[src/rtl/lc_pkg.sv]
package lc_pkg;

    localparam int LC_CNT_W     = 14;
    localparam int LC_BUS_W     = 16;
    localparam int LC_STK_DEPTH = 4;

    // source of the next count value
    typedef enum logic [1:0] {
        SRC_HOLD = 2'd0,
        SRC_LOAD = 2'd1,
        SRC_POP  = 2'd2,
        SRC_DEC  = 2'd3
    } lc_src_e;

    // resolved stack operation for one cycle
    typedef struct packed {
        logic do_push;
        logic do_pop;
        logic ovf_evt;
        logic udf_evt;
    } lc_stk_op_t;

    // load beats a pop, a pop beats a decrement
    function automatic lc_src_e lc_pick_src(input logic load, input logic pop_ok,
                                            input logic test);
        if (load)        return SRC_LOAD;
        else if (pop_ok) return SRC_POP;
        else if (test)   return SRC_DEC;
        else             return SRC_HOLD;
    endfunction

    // push wins over pop; errors when the stack cannot serve the request
    function automatic lc_stk_op_t lc_resolve_stk(input logic push, input logic pop,
                                                  input logic full, input logic empty);
        lc_stk_op_t op;
        op.do_push = push && !full;
        op.ovf_evt = push && full;
        op.do_pop  = pop && !push && !empty;
        op.udf_evt = pop && !push && empty;
        return op;
    endfunction

endpackage

[src/rtl/lc_sticky.sv]
module lc_sticky (
    input  logic clk,
    input  logic rst,
    input  logic set_i,
    output logic flag_o
);
    always_ff @(posedge clk) begin
        if (rst)        flag_o <= 1'b0;
        else if (set_i) flag_o <= 1'b1;
    end

    assert_sticky_hold_R8_R9: assert property (@(posedge clk) disable iff (rst)
        flag_o |=> flag_o);
endmodule

[src/rtl/lc_count_stack.sv]
module lc_count_stack
    import lc_pkg::*;
#(
    parameter int W     = LC_CNT_W,
    parameter int DEPTH = LC_STK_DEPTH,
    localparam int PW   = $clog2(DEPTH + 1)
) (
    input  logic          clk,
    input  logic          rst,
    input  logic          push_i,
    input  logic          pop_i,
    input  logic [W-1:0]  din_i,
    output logic [W-1:0]  top_o,
    output logic [PW-1:0] depth_o,
    output logic          pop_ok_o,
    output logic          ovf_evt_o,
    output logic          udf_evt_o
);
    logic [W-1:0]  mem [DEPTH];
    logic [PW-1:0] depth_q;
    logic          full, empty;
    lc_stk_op_t    op;

    assign full  = (depth_q == PW'(DEPTH));
    assign empty = (depth_q == '0);
    assign op    = lc_resolve_stk(push_i, pop_i, full, empty);

    generate
        for (genvar g = 0; g < DEPTH; g++) begin : g_entry
            always_ff @(posedge clk) begin
                if (rst)
                    mem[g] <= '0;
                else if (op.do_push && depth_q == PW'(g))
                    mem[g] <= din_i;
            end
        end
    endgenerate

    always_ff @(posedge clk) begin
        if (rst)             depth_q <= '0;
        else if (op.do_push) depth_q <= depth_q + 1'b1;
        else if (op.do_pop)  depth_q <= depth_q - 1'b1;
    end

    always_comb begin
        top_o = '0;
        for (int i = 0; i < DEPTH; i++) begin
            if (depth_q == PW'(i + 1)) top_o = mem[i];
        end
    end

    assign depth_o   = depth_q;
    assign pop_ok_o  = op.do_pop;
    assign ovf_evt_o = op.ovf_evt;
    assign udf_evt_o = op.udf_evt;

    // accepted push grows the depth by one
    assert_push_depth_R11: assert property (@(posedge clk) disable iff (rst)
        (push_i && depth_q < PW'(DEPTH)) |=> depth_q == $past(depth_q) + 1'b1);
    // push on a full stack keeps the depth
    assert_no_overflow_R8: assert property (@(posedge clk) disable iff (rst)
        (push_i && depth_q == PW'(DEPTH)) |=> depth_q == PW'(DEPTH));
    // pop on an empty stack keeps the depth at zero
    assert_no_underflow_R9: assert property (@(posedge clk) disable iff (rst)
        (pop_i && !push_i && depth_q == '0) |=> depth_q == '0);
    // depth never exceeds capacity
    assert_depth_bound_R11: assert property (@(posedge clk) disable iff (rst)
        depth_q <= PW'(DEPTH));
endmodule

[src/rtl/lc_count_core.sv]
module lc_count_core
    import lc_pkg::*;
#(
    parameter int W = LC_CNT_W
) (
    input  logic         clk,
    input  logic         rst,
    input  logic         load_i,
    input  logic [W-1:0] load_val_i,
    input  logic         pop_ok_i,
    input  logic [W-1:0] pop_val_i,
    input  logic         test_i,
    output logic [W-1:0] count_o,
    output logic         expired_o
);
    localparam logic [W-1:0] ONE = W'(1);

    logic [W-1:0] cnt_q, cnt_d;
    lc_src_e      src;

    assign src = lc_pick_src(load_i, pop_ok_i, test_i);

    always_comb begin
        unique case (src)
            SRC_LOAD: cnt_d = load_val_i;
            SRC_POP:  cnt_d = pop_val_i;
            SRC_DEC:  cnt_d = cnt_q - ONE;
            default:  cnt_d = cnt_q;
        endcase
    end

    always_ff @(posedge clk) begin
        if (rst) cnt_q <= '0;
        else     cnt_q <= cnt_d;
    end

    // flag is read before the decrement of the same cycle
    assign expired_o = (cnt_q == ONE);
    assign count_o   = cnt_q;

    // a load lands one cycle later
    assert_load_value_R2: assert property (@(posedge clk) disable iff (rst)
        load_i |=> cnt_q == $past(load_val_i));
    // a test on an expired count leaves zero
    assert_expire_to_zero_R4: assert property (@(posedge clk) disable iff (rst)
        (test_i && !load_i && !pop_ok_i && expired_o) |=> cnt_q == '0);
    // decrement from zero wraps to all ones without expiry
    assert_wrap_R5: assert property (@(posedge clk) disable iff (rst)
        (test_i && !load_i && !pop_ok_i && cnt_q == '0) |=> (cnt_q == '1 && !expired_o));
    // a valid pop without load restores the stack top
    assert_pop_restore_R7: assert property (@(posedge clk) disable iff (rst)
        (pop_ok_i && !load_i) |=> cnt_q == $past(pop_val_i));
    // idle cycles hold the count
    assert_hold_R4: assert property (@(posedge clk) disable iff (rst)
        (!load_i && !pop_ok_i && !test_i) |=> $stable(cnt_q));
endmodule

[src/rtl/lc_loop_counter.sv]
module lc_loop_counter
    import lc_pkg::*;
#(
    parameter int CNT_W     = LC_CNT_W,
    parameter int BUS_W     = LC_BUS_W,
    parameter int STK_DEPTH = LC_STK_DEPTH,
    localparam int DW       = $clog2(STK_DEPTH + 1)
) (
    input  logic             clk,
    input  logic             rst,
    input  logic             load_i,
    input  logic [BUS_W-1:0] bus_i,
    input  logic             test_i,
    input  logic             push_i,
    input  logic             pop_i,
    output logic [CNT_W-1:0] count_o,
    output logic             expired_o,
    output logic [DW-1:0]    depth_o,
    output logic             ovf_o,
    output logic             udf_o
);
    logic [CNT_W-1:0] count_w, top_w;
    logic             pop_ok, ovf_evt, udf_evt;

    lc_count_stack #(.W(CNT_W), .DEPTH(STK_DEPTH)) u_stack (
        .clk       (clk),
        .rst       (rst),
        .push_i    (push_i),
        .pop_i     (pop_i),
        .din_i     (count_w),
        .top_o     (top_w),
        .depth_o   (depth_o),
        .pop_ok_o  (pop_ok),
        .ovf_evt_o (ovf_evt),
        .udf_evt_o (udf_evt)
    );

    lc_count_core #(.W(CNT_W)) u_core (
        .clk        (clk),
        .rst        (rst),
        .load_i     (load_i),
        .load_val_i (bus_i[CNT_W-1:0]),
        .pop_ok_i   (pop_ok),
        .pop_val_i  (top_w),
        .test_i     (test_i),
        .count_o    (count_w),
        .expired_o  (expired_o)
    );

    lc_sticky u_ovf (.clk(clk), .rst(rst), .set_i(ovf_evt), .flag_o(ovf_o));
    lc_sticky u_udf (.clk(clk), .rst(rst), .set_i(udf_evt), .flag_o(udf_o));

    assign count_o = count_w;

    // load beats decrement
    assert_load_wins_R6: assert property (@(posedge clk) disable iff (rst)
        (load_i && test_i) |=> count_o == $past(bus_i[CNT_W-1:0]));
    // pop from empty leaves the count alone when nothing else acts
    assert_udf_count_R9: assert property (@(posedge clk) disable iff (rst)
        (pop_i && !push_i && !load_i && !test_i && depth_o == '0) |=> $stable(count_o));
    // push with pop grows the stack
    assert_push_over_pop_R10: assert property (@(posedge clk) disable iff (rst)
        (push_i && pop_i && depth_o < DW'(STK_DEPTH)) |=> depth_o == $past(depth_o) + 1'b1);
endmodule

[config.mk]
export PLATFORM = sky130hd
export DESIGN_NAME = lc_loop_counter
export DESIGN_NICKNAME = d
export VERILOG_FILES = /design/src/rtl/lc_pkg.sv /design/src/rtl/lc_sticky.sv /design/src/rtl/lc_count_stack.sv /design/src/rtl/lc_count_core.sv /design/src/rtl/lc_loop_counter.sv
export SDC_FILE = /design/constraint.sdc
export NUM_CORES = 1
export LEC_CHECK = 0
export ABC_AREA = 1
export ABC_CLOCK_PERIOD_IN_PS = 3600
export CAP_MARGIN = 20
export CORE_MARGIN = 2
export CORE_UTILIZATION = 50
export CTS_BUF_LIST = sky130_fd_sc_hd__clkbuf_2
export DETAILED_ROUTE_END_ITERATION = 10
export GPL_ROUTABILITY_DRIVEN = 0
export PLACE_DENSITY = 0.72
export SLEW_MARGIN = 20
export SYNTH_ARGS = -nofsm -noshare
export SYNTH_HDL_FRONTEND = slang
export SYNTH_HIERARCHICAL = 1
export SYNTH_SLANG_ARGS = --single-unit
[constraint.sdc]
create_clock -name clk -period 3.6 [get_ports clk]
set_input_delay 0.54 -clock clk [delete_from_list [all_inputs] [get_ports clk]]
set_output_delay 0.54 -clock clk [all_outputs]
set_load 0.02 [all_outputs]
==> summary.md <==
| Metric | Value |
|---|---|
| Critical Path Start | `u_core/count_o[0]$_SDFFE_PP0P_` |
| Die Ht | `94.7 um` |
| Ys Warns | `6` |
| Synthesized area per cell | `7.93 um^2` |
| Crit Path Category | `register to output pin` |
| CTS buffer count | `9` |
| HP Start | `u_ovf/flag_o$_SDFFE_PP0P_` |
| Pre-CTS setup slack | `836 ps` |
| Clk_lat worst skew | `510 ps` |
| Peak Freq | `368 MHz` |
| Seq cells post-synth | `75` |
| # DRC | `0` |
| CP endpoint kind | `output pin` |
| Met3 wire len | `578 um` |
| Final Setup Violations | `0` |
| Max incr delay on CP | `660 ps` |
| Min-delay worst type | `register to register` |
| Delay-heaviest family, CP | `buffers and inverters` |
| Final worst setup slack | `883 ps` |
| First-pass GRT wire length | `15.8 mm` |
| Met1 Wirelength | `4.09 mm` |
| # hold bufs at CTS | `0` |
| Antenna violations before repair | `0` |
| # IOs | `42` |
| Clock-pin slew on the worst setup and hold paths | `210 ps` |
| Root buffer cell | `clkbuf_2` |
| Largest net degree at the start of global routing | `30` |
| CORE AREA | `0.00809 mm^2` |
| Most frequent cell after synthesis | `nand2_1` |
| Synth top cells by count | `nand2_1 (126), nor2_1 (113), edfxtp_1 (56), nand3_1 (56), inv_1 (49)` |
| PortBufs | `39` |
| Area of placed instances | `0.00452 mm^2` |
| Count of pins over their slew limit | `0` |
| Clock sink count | `75` |
| Max-cap violations | `0` |
| CP Max Fanout | `5` |
| Fin cells | `661` |
| DRT Pass-1 Iters | `5` |
| Worst path arrival time | `2180 ps` |
| # rows | `33` |
| Max VDD drop | `0.000272 V` |
| Cell Area, Synth | `0.00412 mm^2` |
| WL/cell | `14.6 um` |
| Sequential fraction of the synthesis area | `50.1%` |
| Post CTS Setup Buffer Count | `0` |
| Final worst-path cycle share | `75.5%` |
| Yosys top cell area share | `40.9%` |
| Highest metal used | `met4` |
| RSZ-0062 raised after global routing | `false` |
| Startpoint Class | `register` |
| Leak | `0.00196 uW` |
| Post-CTS sizing | `0` |
| Worst Tran Pin Value | `884 ps` |
| Status | `completed` |
| Remaining antenna violation count | `0` |
| Die X | `94.7 um` |
| Share of cells above drive strength 1 | `7.91%` |
| Hold Fails Final Rpt | `0` |
| Minimum clock period | `2720 ps` |
| Initial Util | `50.9%` |
| Share of flip-flops with an asynchronous set or reset | `0%` |
| H-tree Lvls | `3` |
| Total Wirelength | `9.63 mm` |
| WP buf/inv | `1` |
| HPWL after DPL | `6.75 mm` |
| CP Data Required Time | `3060 ps` |
| Fin Setup TNS | `0 ps` |
| Overflow after GRT | `0` |
| Synth Flop Type | `edfxtp_1` |
| First-iteration detailed-routing DRC count | `282` |
| Synth unique cells | `34` |
| WHS | `513 ps` |
| CTS max path bufs | `2` |
| CTS tree | `done` |
| Full die area | `0.00897 mm^2` |
| Nets | `581` |
| Post-synth EDFFs | `56` |
| Total track usage | `23.1%` |
| Growth of design area from synthesis to finish | `12.3%` |
| Power per cell area | `440 mW/mm^2` |
| Slowest CP cell | `clkdlybuf4s50_1` |
| Dpl cells | `645` |
| Critical-path cell list | `ha_1, nand3_1, nor4_1, clkdlybuf4s50_1` |
| ANT cells | `0` |
| Vias in the first global route | `3379` |
| Routed met2 length | `4.78 mm` |
| Headroom to the max-slew limit | `41.0%` |
| Post-route cell area | `0.00462 mm^2` |
| Via count | `3483` |
| Vias per cell | `5.27` |
| Clock Skew | `21.7 ps` |
| Syn Inst Count | `519` |
| Reg-to-reg startpoint | `u_stack/depth_o[0]$_SDFFE_PP0P_` |
| Synthesized Nets | `549` |
| Dominant cell type by area after synthesis | `edfxtp_1` |
| Synth top area cells | `edfxtp_1 (41%), nand2_1 (11%), nor2_1 (10%)` |
==> cell type report <==
type                       instances  area (um^2)
clock buffer                      10         50.0
clock inverter                     6         56.3
fill                             761         3470
inverter                          59          224
multi-input combinational        365         1690
sequential                        75         2060
tap                              105          131
timing repair buffer              41          405
==> registers in the layout, summed over array words and instances, names as in the netlist <==
signal and flops:
u_stack/mem 56, u_stack/depth_o 3, u_ovf/flag_o 1, u_udf/flag_o 1, u_core/count_o 14
==> cells in the final DEF, fill, tap and decap left out, drive strengths merged <==
master         instances
inv                   58
a21oi                 12
o21bai                 2
nor3                   1
nand3                 57
clkinvlp               1
buf                    2
o21ai                 25
clkbuf                10
or2                    1
nand4                  2
clkinv                 5
ha                     8
a31oi                  2
nor2                 118
xor2                   1
bufinv                 1
dfxtp                 19
o221ai                 1
nand2                132
nor4                   1
clkdlybuf4s50         39
a41oi                  2
edfxtp                56
==> layer usage <==
metal | GRT usage, % | up-vias
li1 | - | 1728
met1 | 28.8 | 1625
met2 | 39.8 | 114
met3 | 6.07 | 16
met4 | 6.16 | 0
met5 | 0 | -
==> worst min-delay path, delay by kind of cell, from the launching register on <==
kind / cells / cell delay, ps
flops: 1 / 360
simple gates: 2 / 150
==> report_power, final <==
part | internal (uW) | leakage (uW) | switching, uW
logic | 179 | 0.00115 | 354
registers | 1010 | 0.000744 | 52.4
clock network | 157 | 0.0000691 | 285
total | 1340 | 0.00196 | 691
==> stage by stage <==
stage | total power (uW) | util (%)
6_report | 2030 | 57.1
2_1_floorplan | 1440 | -
3_5_place_dp | 1610 | 55.8
5_1_grt | 2160 | 57.1
4_1_cts | 2050 | 57.1
3_3_place_gp | 1590 | 55.8
==> cells by family after synthesis <==
| group | after synthesis | synth area share, % |
|---|---|---|
| compound gates | 44 | 6.35 |
| xor+xnor | 1 | 0.213 |
| fa+ha+maj | 8 | 2.43 |
| buf+inv | 79 | 8.75 |
| flops | 75 | 50.1 |
| simple gates | 312 | 32.2 |
==> path summary, 6_finish.rpt <==
check                                     to  slack (ps)  depth (start not counted)
max                                expired_o         880                          4
min                u_ovf/flag_o$_SDFFE_PP0P_         510                          2
max reg2reg  u_stack/mem[2][9]$_SDFFCE_PN0P_        1090                          6
min reg2reg        u_ovf/flag_o$_SDFFE_PP0P_         510                          2
Note: power is estimated with default switching activity, not from simulation.
